<file path="src/rtl/spg_pkg.sv">
package spg_pkg;
    localparam int ADDR_W = 32;
    localparam int DATA_W = 32;
    localparam int STRB_W = DATA_W / 8;
    localparam int RAM_AW = 9;

    localparam logic [31:0] TRIG_HI_ADDR = 32'hE100_0000;
    localparam logic [31:0] TRIG_LO_ADDR = 32'hE000_0000;
    localparam logic [31:0] FWRAM_BASE   = 32'hD000_0000;
    localparam logic [31:0] FWRAM_MASK   = 32'hFF00_0000;

    typedef struct packed {
        logic hi;
        logic lo;
    } lvl_t;

    typedef struct packed {
        logic trig_hi;
        logic trig_lo;
        logic in_ram;
        logic is_wr;
    } dec_t;

    function automatic logic in_region(input logic [31:0] a,
                                       input logic [31:0] base,
                                       input logic [31:0] mask);
        return (a & mask) == base;
    endfunction
endpackage

</file>
<file path="src/rtl/spg_decode.sv">
module spg_decode
    import spg_pkg::*;
#(
    parameter int AW = ADDR_W,
    parameter int SW = STRB_W
) (
    input  logic          cs,
    input  logic [SW-1:0] we,
    input  logic [AW-1:0] addr,
    output dec_t          dec
);
    logic [31:0] a32;

    always_comb begin
        a32         = 32'(addr);
        dec.is_wr   = |we;
        dec.trig_hi = cs && dec.is_wr && (a32 == TRIG_HI_ADDR);
        dec.trig_lo = cs && dec.is_wr && (a32 == TRIG_LO_ADDR);
        dec.in_ram  = in_region(a32, FWRAM_BASE, FWRAM_MASK);
    end
endmodule

</file>
<file path="src/rtl/spg_ctx.sv">
module spg_ctx
    import spg_pkg::*;
(
    input  logic clk,
    input  logic rst,
    input  logic app_enter,
    input  logic irq_ret,
    input  dec_t dec,
    output logic irq_hi,
    output logic irq_lo,
    output logic app_mode,
    output logic ram_en,
    output logic rom_exec_en
);
    logic app_q;
    lvl_t lvl_q;
    logic irq_hi_q, irq_lo_q;

    always_ff @(posedge clk) begin
        if (rst) begin
            app_q    <= 1'b0;
            lvl_q    <= '0;
            irq_hi_q <= 1'b0;
            irq_lo_q <= 1'b0;
        end else begin
            app_q    <= app_q | app_enter;
            lvl_q.hi <= dec.trig_hi | (lvl_q.hi & ~irq_ret);
            lvl_q.lo <= dec.trig_lo | (lvl_q.lo & ~irq_ret);
            irq_hi_q <= dec.trig_hi;
            irq_lo_q <= dec.trig_lo;
        end
    end

    assign irq_hi      = irq_hi_q;
    assign irq_lo      = irq_lo_q;
    assign app_mode    = app_q;
    assign ram_en      = ~app_q | lvl_q.hi;
    assign rom_exec_en = ~app_q | lvl_q.hi | lvl_q.lo;
endmodule

</file>
<file path="src/rtl/spg_ramgate.sv">
module spg_ramgate
    import spg_pkg::*;
#(
    parameter int AW  = ADDR_W,
    parameter int DW  = DATA_W,
    parameter int SW  = STRB_W,
    parameter int RAW = RAM_AW
) (
    input  logic           clk,
    input  logic           rst,
    input  logic           ram_en,
    input  dec_t           dec,
    input  logic           bus_cs,
    input  logic [SW-1:0]  bus_we,
    input  logic [AW-1:0]  bus_addr,
    input  logic [DW-1:0]  bus_wdata,
    output logic [DW-1:0]  bus_rdata,
    output logic           bus_ready,
    output logic           ram_cs,
    output logic [SW-1:0]  ram_we,
    output logic [RAW-1:0] ram_addr,
    output logic [DW-1:0]  ram_wdata,
    input  logic [DW-1:0]  ram_rdata
);
    localparam int WORD_LSB = $clog2(SW);

    logic sel_ok;
    logic rd_ok_q;
    logic ready_q;

    assign sel_ok    = bus_cs && dec.in_ram && ram_en;
    assign ram_cs    = sel_ok;
    assign ram_we    = sel_ok ? bus_we : '0;
    assign ram_addr  = bus_addr[RAW+WORD_LSB-1:WORD_LSB];
    assign ram_wdata = bus_wdata;

    always_ff @(posedge clk) begin
        if (rst) begin
            rd_ok_q <= 1'b0;
            ready_q <= 1'b0;
        end else begin
            rd_ok_q <= sel_ok && !dec.is_wr;
            ready_q <= bus_cs;
        end
    end

    assign bus_rdata = rd_ok_q ? ram_rdata : '0;
    assign bus_ready = ready_q;
endmodule

</file>
<file path="src/rtl/syscall_priv_gate.sv">
module syscall_priv_gate
    import spg_pkg::*;
#(
    parameter int AW  = ADDR_W,
    parameter int DW  = DATA_W,
    parameter int SW  = DW / 8,
    parameter int RAW = RAM_AW
) (
    input  logic           clk,
    input  logic           rst,
    input  logic           app_enter,
    input  logic           irq_ret,
    input  logic           bus_cs,
    input  logic [SW-1:0]  bus_we,
    input  logic [AW-1:0]  bus_addr,
    input  logic [DW-1:0]  bus_wdata,
    output logic [DW-1:0]  bus_rdata,
    output logic           bus_ready,
    output logic           irq_hi,
    output logic           irq_lo,
    output logic           app_mode,
    output logic           ram_en,
    output logic           rom_exec_en,
    output logic           ram_cs,
    output logic [SW-1:0]  ram_we,
    output logic [RAW-1:0] ram_addr,
    output logic [DW-1:0]  ram_wdata,
    input  logic [DW-1:0]  ram_rdata
);
    dec_t dec;

    spg_decode #(.AW(AW), .SW(SW)) u_dec (
        .cs   (bus_cs),
        .we   (bus_we),
        .addr (bus_addr),
        .dec  (dec)
    );

    spg_ctx u_ctx (
        .clk         (clk),
        .rst         (rst),
        .app_enter   (app_enter),
        .irq_ret     (irq_ret),
        .dec         (dec),
        .irq_hi      (irq_hi),
        .irq_lo      (irq_lo),
        .app_mode    (app_mode),
        .ram_en      (ram_en),
        .rom_exec_en (rom_exec_en)
    );

    spg_ramgate #(.AW(AW), .DW(DW), .SW(SW), .RAW(RAW)) u_gate (
        .clk       (clk),
        .rst       (rst),
        .ram_en    (ram_en),
        .dec       (dec),
        .bus_cs    (bus_cs),
        .bus_we    (bus_we),
        .bus_addr  (bus_addr),
        .bus_wdata (bus_wdata),
        .bus_rdata (bus_rdata),
        .bus_ready (bus_ready),
        .ram_cs    (ram_cs),
        .ram_we    (ram_we),
        .ram_addr  (ram_addr),
        .ram_wdata (ram_wdata),
        .ram_rdata (ram_rdata)
    );
endmodule

</file>
<file path="config.mk">
export PLATFORM = sky130hd
export DESIGN_NAME = syscall_priv_gate
export DESIGN_NICKNAME = d
export VERILOG_FILES = /design/src/rtl/spg_pkg.sv /design/src/rtl/spg_decode.sv /design/src/rtl/spg_ctx.sv /design/src/rtl/spg_ramgate.sv /design/src/rtl/syscall_priv_gate.sv
export SDC_FILE = /design/constraint.sdc
export NUM_CORES = 1
export LEC_CHECK = 0
export ABC_AREA = 1
export BUFFER_PORTS_ARGS = -buffer_cell sky130_fd_sc_hd__buf_2
export CAP_MARGIN = 20
export CELL_PAD_IN_SITES_DETAIL_PLACEMENT = 1
export CELL_PAD_IN_SITES_GLOBAL_PLACEMENT = 1
export CORE_UTILIZATION = 14
export DETAILED_ROUTE_END_ITERATION = 6
export GPL_ROUTABILITY_DRIVEN = 0
export PLACE_DENSITY_LB_ADDON = 0.12
export SYNTH_ARGS = -nofsm -noshare
export SYNTH_HDL_FRONTEND = slang
export SYNTH_HIERARCHICAL = 1
export SYNTH_SLANG_ARGS = --single-unit
</file>
<file path="constraint.sdc">
create_clock -name clk -period 1.1 [get_ports clk]
set_input_delay 0.165 -clock clk [delete_from_list [all_inputs] [get_ports clk]]
set_output_delay 0.165 -clock clk [all_outputs]
set_load 0.03 [all_outputs]
</file>
# ---- Yosys cells after proc, flatten, opt, wreduce, memory -nomap -nowiden
# Cells that the tools add are included.
dict set report word_totals {
  ff_bits 7
  input_bits 105
  output_inout_bits 84
  word_cells 29
}
dict set report classes {
  eq_ne 3
  n_mux 2
  bitwise_logic 9
  n_reduce_logical 8
}
# operator count
set op_table {}
lappend op_table {{$eq A32 B32 Y1 const B} 2}
lappend op_table {{$mux W32} 1}
lappend op_table {{$eq A8 B8 Y1 const B} 1}
lappend op_table {{$logic_and A1 B1 Y1} 6}
lappend op_table {{$or A1 B1 Y1} 5}
lappend op_table {{$mux W4} 1}
lappend op_table {{$reduce_or A4 Y1} 1}
lappend op_table {{$and A1 B1 Y1} 2}
lappend op_table {{$not A1 Y1} 2}
lappend op_table {{$logic_not A1 Y1} 1}

# ---- Longest topological paths before layout
# Gate-level depths: netlist (run 1).
dict set report logic_depth {
  depth_word 4
  ltp_mapped 9
  ltp_nobuf 9
}

# ---- Cells and area by module
# The synthesis (run 1) kept the hierarchy.
# mod instances cells_each area_per_inst_um2 seq_area_each_um2
set modules_own_cells {}
lappend modules_own_cells {spg_ramgate 1 126 684.4 40.0}
lappend modules_own_cells {spg_decode 1 52 214.0 0.0}
lappend modules_own_cells {spg_ctx 1 20 162.7 100.1}

# ---- Worst setup path before layout (run 1)
# OpenSTA, ideal clock, no wires.
dict set report synth_timing {
  path_kind {reg2out}
  start {reg u_ctx.app_q (netlist: u_ctx/app_mode)}
  end {out ram_we[0]}
  t_arrival_ns 1.360
  required_time_ns 0.935
  path_slack_ns -0.425
  path_stages_with_launch 4
  n_path_buf 0
  cell_sequence {dfxtp_1 > nand2_1 > nand3_1 > nor2_1}
}
dict set report synth_between {
  elab_chain_len 4
}
# item line
set synth_lines {}
lappend synth_lines {{start, declared} spg_ctx.sv:15} ;# logic app_q;
lappend synth_lines {{start signal, assigned} spg_ctx.sv:26} ;# app_q <= app_q | app_enter;
lappend synth_lines {{$not A1 Y1} spg_ctx.sv:37} ;# assign ram_en = ~app_q | lvl_q.hi;
lappend synth_lines {{$or A1 B1 Y1} spg_ctx.sv:37}
lappend synth_lines {{via ram_en} syscall_priv_gate.sv:22} ;# output logic ram_en,
lappend synth_lines {{$logic_and A1 B1 Y1} spg_ramgate.sv:31} ;# assign sel_ok = bus_cs && dec.in_ram && ram_en;
lappend synth_lines {{$mux W4} spg_ramgate.sv:33} ;# assign ram_we = sel_ok ? bus_we : '0;
lappend synth_lines {{end, declared} syscall_priv_gate.sv:25} ;# output logic [SW-1:0] ram_we,
# The timed path passes the listed nets, and every way through them passes these cells.

==> impl_metrics.env, run 1 <==
export IMPL_grt_max_degree=9
export IMPL_powerDensity_mw_per_mm2=432
export IMPL_synth_adder_area_share=0
export IMPL_drt_pre_antenna_iters=3
export IMPL_slew_viol_final=0
export IMPL_synthCells=198
export IMPL_synth_warnings=6
export IMPL_rr_startpoint="u_ctx/lvl_q[1]$_SDFF_PP0_"
export IMPL_io_buffers=124
export IMPL_cts_reportedPaths_clkPinSlew_ps=40
export IMPL_worstMarginPinSlew_ps=291
export IMPL_clkLatencyLatePin_ps=220
export IMPL_maxSlewHeadroom=0.805
export IMPL_top_layer="met4"
export IMPL_skew_ps=1.16
export IMPL_final_area_mm2=0.00229
export IMPL_synth_seq_cells=7
export IMPL_track_usage=0.0992
export IMPL_path_max_fanout=5
export IMPL_synth_top_family_by_area="buffers and inverters"
export IMPL_placed_area_mm2=0.00160
export IMPL_num_io_pins=189
export IMPL_start_util=0.146
export IMPL_combPwrFrac=0.379
export IMPL_vias_per_cell=3.54
export IMPL_grt_pass1_wl_um=6060
export IMPL_layout_commonest_cell="buf_2"
export IMPL_end_kind="output pin"
export IMPL_ir_drop_mv=0.214
export IMPL_rr_endpoint="u_gate/rd_ok_q$_SDFF_PP0_"
export IMPL_status="finished, violations left"
export IMPL_synth_cell_types=13
export IMPL_fin_setup_tns_ps=-3850
export IMPL_grt_pass1_vias=1372
export IMPL_synth_nets=303
export IMPL_fin_crit_sh=1.22
export IMPL_vias=1408
export IMPL_die_y_um=89.1
export IMPL_start_kind="primary input"
export IMPL_reg2regPathDepth=5
export IMPL_min_to="u_ctx/app_mode$_SDFF_PP0_"
export IMPL_criticalPathCategory="in2out"
export IMPL_tritoncts="built"
export IMPL_seq_area_um2=146
export IMPL_row_count=31
export IMPL_rsz0062_at_grt="true"
export IMPL_swShare=0.308
export IMPL_hold_violations=0
export IMPL_synthMuxAreaShare=0
export IMPL_wire_per_inst_um=10.5
export IMPL_met1_length_um=1370
export IMPL_yosys_area_share_simple=0.330
export IMPL_cts_root_buf="clkbuf_8"
export IMPL_cts_htree_levels=1
export IMPL_antenna_cells=0
export IMPL_area_delta_synth_final_pct=116
export IMPL_core_mm2=0.00729
export IMPL_drive_gt1_frac=0.753
export IMPL_setup_ws_ps=-241
export IMPL_routed_wl_um=4180
export IMPL_synthesis_area_mm2=0.00106
export IMPL_crit_arrival_ps=1180
export IMPL_p_seq_frac=0.264
export IMPL_p_clk_frac=0.357
export IMPL_multi_input_area_um2=663
export IMPL_cts_sinks=7
export IMPL_die_area_mm2=0.00793
export IMPL_reg2reg_slack_ps=310
export IMPL_ys_seq_area_frac=0.132
export IMPL_syn_area_per_cell_um2=5.36
export IMPL_hold_class="in2reg"
export IMPL_whs_ps=149
export IMPL_cts_buffer_depth=2
export IMPL_total_leakage_power_nw=1.57
export IMPL_antenna_found_initial=0
export IMPL_finalSetupViolations=37
export IMPL_switchingPower_mw=0.304
export IMPL_final_cell_mix="buf_2, buf_6, inv_2, nand2_4, inv_1"
export IMPL_drtIter0Drc=5
export IMPL_nFillCells=921
export IMPL_dieWidth_um=89.1
export IMPL_maxCapViolations=0
export IMPL_wl_met2_um=2210
export IMPL_p_int_mw=0.684
export IMPL_fin_cells=398
export IMPL_synthXorXnorAreaFrac=0
export IMPL_drtAntennaViolNets=0
export IMPL_wl_met3_um=526
export IMPL_grt_overflow=0
export IMPL_max_freq_mhz=746
export IMPL_cts_buffers=3
export IMPL_layout_min_cycle_time_ps=1340
export IMPL_synth_compound_area_frac=0
export IMPL_hold_depth=2
export IMPL_hold_start="rst"
export IMPL_dp_cells=383
export IMPL_violations="setup timing"
export IMPL_num_nets_final=405
export IMPL_post_dp_hpwl_um=3170
export IMPL_remaining_drc_errors=0
export IMPL_required_ps=940
## power groups by stage
| stage | Combinational, mW | Clock [mW] | Sequential, mW |
|---|---|---|---|
| after detailed placement | 0.301 | 0 | 0.267 |
| after global routing | 0.409 | 0.388 | 0.261 |
| after global placement | 0.298 | 0 | 0.266 |
| after floorplan | 0.347 | 0 | 0.277 |
| after CTS | 0.347 | 0.366 | 0.261 |
| final | 0.374 | 0.353 | 0.261 |
## how the worst max path moves through the flow
stage                             from  cells past startpoint  slack [ps]        end
after CTS                 bus_addr[27]                      7        -270  ram_we[1]
after detailed placement  bus_addr[25]                      7        -470  ram_we[0]
after floorplan           bus_addr[25]                      5        -170  ram_we[0]
after global placement    bus_addr[25]                      7        -460  ram_we[0]
final                     bus_addr[24]                      7        -240  ram_we[1]
after global routing      bus_addr[24]                      7        -330  ram_we[1]
## repair_timing
item,4_1_cts,5_1_grt
setup endpoints to repair,39,43
gates resized for setup,138,60
gates cloned,3,0
pin swaps,8,11
hold buffers,0,0
endpoints found under the hold margin,0,0
setup buffers,12,6
## kinds of logic after synthesis
family,Yosys count
simple gates,86
flops,7
buf+inv,105
## sequential cells by signal, summed over array words and instances (netlist names)
signal,count
u_gate/rd_ok_q,1
u_ctx/lvl_q,2
u_ctx/irq_lo,1
u_ctx/irq_hi,1
u_ctx/app_mode,1
u_gate/bus_ready,1
## final cells by class
type / count / area share
clock buffer: 4 / 0.0197
inverter: 61 / 0.100
multi-input combinational: 86 / 0.290
sequential: 7 / 0.0640
tap: 99 / 0.0541
timing repair buffer: 141 / 0.472
## critical path: stages
cell and delay (ps):
buf_2 110, inv_1 80, nand3_2 110, nor4_4 220, nand3_4 200, nor2_4 150, buf_6 130
## layer usage
metal,up-vias,global-route usage
met1,604,0.0934
li1,708,-
met5,-,0
met2,88,0.199
met3,8,0.0286
met4,0,0.0404
## synthesized netlist by cell type
library cell	number	share of area
and2_1	1	0.0059
buf_6	3	0.032
inv_1	60	0.21
nand3_1	6	0.028
nor3_2	1	0.0094
dfxtp_1	7	0.13
nand4_1	2	0.012
buf_4	41	0.29
inv_2	1	0.0035
nand2_1	51	0.18
nand3b_1	1	0.0071
nor2_1	23	0.081
nor4_1	1	0.0059
## through the flow
stage,power (mW),setup slack (ps),utilization
final,0.988,-241,0.314
after global routing,1.06,-325,0.314
after CTS,0.974,-268,0.303
after detailed placement,0.568,-475,0.219
after global placement,0.564,-460,0.219
after floorplan,0.624,-171,-
No activity file was read; power rests on OpenSTA's default activity.
==> inputs of run 2 (changes only) <==
--- a/config.mk
+++ b/config.mk
@@ -10,10 +10,11 @@
 export CAP_MARGIN = 20
 export CELL_PAD_IN_SITES_DETAIL_PLACEMENT = 1
 export CELL_PAD_IN_SITES_GLOBAL_PLACEMENT = 1
+export CORE_MARGIN = 3
 export CORE_UTILIZATION = 14
 export DETAILED_ROUTE_END_ITERATION = 6
 export GPL_ROUTABILITY_DRIVEN = 0
-export PLACE_DENSITY_LB_ADDON = 0.12
+export PLACE_DENSITY = 0.85
 export SYNTH_ARGS = -nofsm -noshare
 export SYNTH_HDL_FRONTEND = slang
 export SYNTH_HIERARCHICAL = 1
==> impl_metrics.env, run 2 (synthesized netlist as in run 1, its figures left out) <==
export IMPL_clkLatencyLatePin_ps=230
export IMPL_cts_root_buf="clkbuf_8"
export IMPL_io_buffers=124
export IMPL_die_area_mm2=0.00866
export IMPL_drive_gt1_frac=0.756
export IMPL_skew_ps=2.43
export IMPL_cts_buffer_depth=2
export IMPL_rsz0062_at_grt="true"
export IMPL_drtIter0Drc=17
export IMPL_path_max_fanout=5
export IMPL_grt_pass1_wl_um=6820
export IMPL_grt_pass1_vias=1510
export IMPL_crit_arrival_ps=1170
export IMPL_status="finished, violations left"
export IMPL_cts_reportedPaths_clkPinSlew_ps=40
export IMPL_row_count=31
export IMPL_grt_overflow=0
export IMPL_routed_wl_um=4610
export IMPL_cts_sinks=7
export IMPL_num_io_pins=189
export IMPL_post_dp_hpwl_um=3500
export IMPL_drt_pre_antenna_iters=4
export IMPL_hold_class="in2reg"
export IMPL_final_area_mm2=0.00231
export IMPL_fin_cells=398
export IMPL_finalSetupViolations=39
export IMPL_layout_commonest_cell="buf_2"
export IMPL_grt_max_degree=8
export IMPL_largest_register_ffs=2
export IMPL_vias_per_cell=3.66
export IMPL_start_util=0.146
export IMPL_seq_area_um2=146
export IMPL_core_mm2=0.00729
export IMPL_multi_input_area_um2=658
export IMPL_fin_setup_tns_ps=-5100
export IMPL_required_ps=940
export IMPL_antenna_cells=0
export IMPL_maxCapViolations=0
export IMPL_maxSlewHeadroom=0.796
export IMPL_violations="setup timing"
export IMPL_hold_violations=0
export IMPL_cts_htree_levels=1
export IMPL_track_usage=0.0985
export IMPL_wire_per_inst_um=11.6
export IMPL_start_kind="primary input"
export IMPL_powerDensity_mw_per_mm2=422
export IMPL_ir_drop_mv=0.213
export IMPL_dieWidth_um=93.1
export IMPL_cts_buffers=3
export IMPL_worstMarginPinSlew_ps=304
export IMPL_whs_ps=138
export IMPL_final_cell_mix="buf_2, buf_6, inv_2, nand2_4, inv_1"
export IMPL_remaining_drc_errors=0
export IMPL_power_mw=0.975
export IMPL_antenna_found_initial=0
export IMPL_total_leakage_power_nw=1.57
export IMPL_tritoncts="built"
export IMPL_num_nets_final=405
export IMPL_area_delta_synth_final_pct=118
export IMPL_regMostFlops="u_ctx/lvl_q"
export IMPL_vias=1455
export IMPL_end_kind="output pin"
export IMPL_layout_min_cycle_time_ps=1330
export IMPL_die_y_um=93.1
export IMPL_drtAntennaViolNets=0
export IMPL_setup_ws_ps=-230
export IMPL_ctsHoldBuffers=0
export IMPL_max_freq_mhz=752
export IMPL_placed_area_mm2=0.00160
export IMPL_criticalPathCategory="in2out"
export IMPL_nFillCells=916
export IMPL_slew_viol_final=0
export IMPL_dp_cells=384
export IMPL_fin_crit_sh=1.21
run 2: critical path: stages:
cell and delay, ps:
buf_6 90, nor2_4 100, nand3_2 90, nor4_4 230, nand3_4 200, nor2_4 140
buf_6 130
run 2: worst paths after layout:
check                            startpoint                         to  slack (ps)  depth (start not counted)
hold reg to reg   u_ctx/lvl_q[0]$_SDFF_PP0_  u_ctx/lvl_q[0]$_SDFF_PP0_         470                          2
setup / recovery               bus_addr[27]                  ram_we[2]        -230                          7
setup reg to reg  u_ctx/lvl_q[1]$_SDFF_PP0_  u_gate/rd_ok_q$_SDFF_PP0_         280                          5
hold / removal                          rst  u_ctx/app_mode$_SDFF_PP0_         140                          2
run 2: report_power, final:
| group | internal [mW] | switching (mW) | total [mW] |
|---|---|---|---|
| combinational | 0.158 | 0.200 | 0.358 |
| clock | 0.250 | 0.106 | 0.357 |
| sequential | 0.258 | 0.00306 | 0.261 |
| total | 0.666 | 0.309 | 0.975 |
run 2: through the flow:
step / worst slack (ps) / utilization
after CTS: -295 / 0.305
after detailed placement: -468 / 0.220
after global routing: -292 / 0.317
after floorplan: -171 / -
final: -230 / 0.317
after global placement: -431 / 0.220
run 2: timing repair:
action / in CTS / in global routing
setup buffers: 5 / 7
pin swaps: 7 / 4
cloned: 4 / 0
resized for setup: 177 / 27
endpoints found under the setup margin: 39 / 39
run 2: per-layer routing:
layer	track usage	vias to the layer above	part of all wire
met5	0	-	0
li1	-	706	-
met1	0.0921	646	0.32
met4	0.0415	0	0.015
met2	0.200	97	0.57
met3	0.0233	6	0.095
run 2: cell type report:
type                    instances  area share
multi-input cells              86       0.285
flip-flops and latches          7      0.0634
inverters                      61      0.0991
well taps                      99      0.0536
repair buffers                141       0.479
clock buffers                   4      0.0195
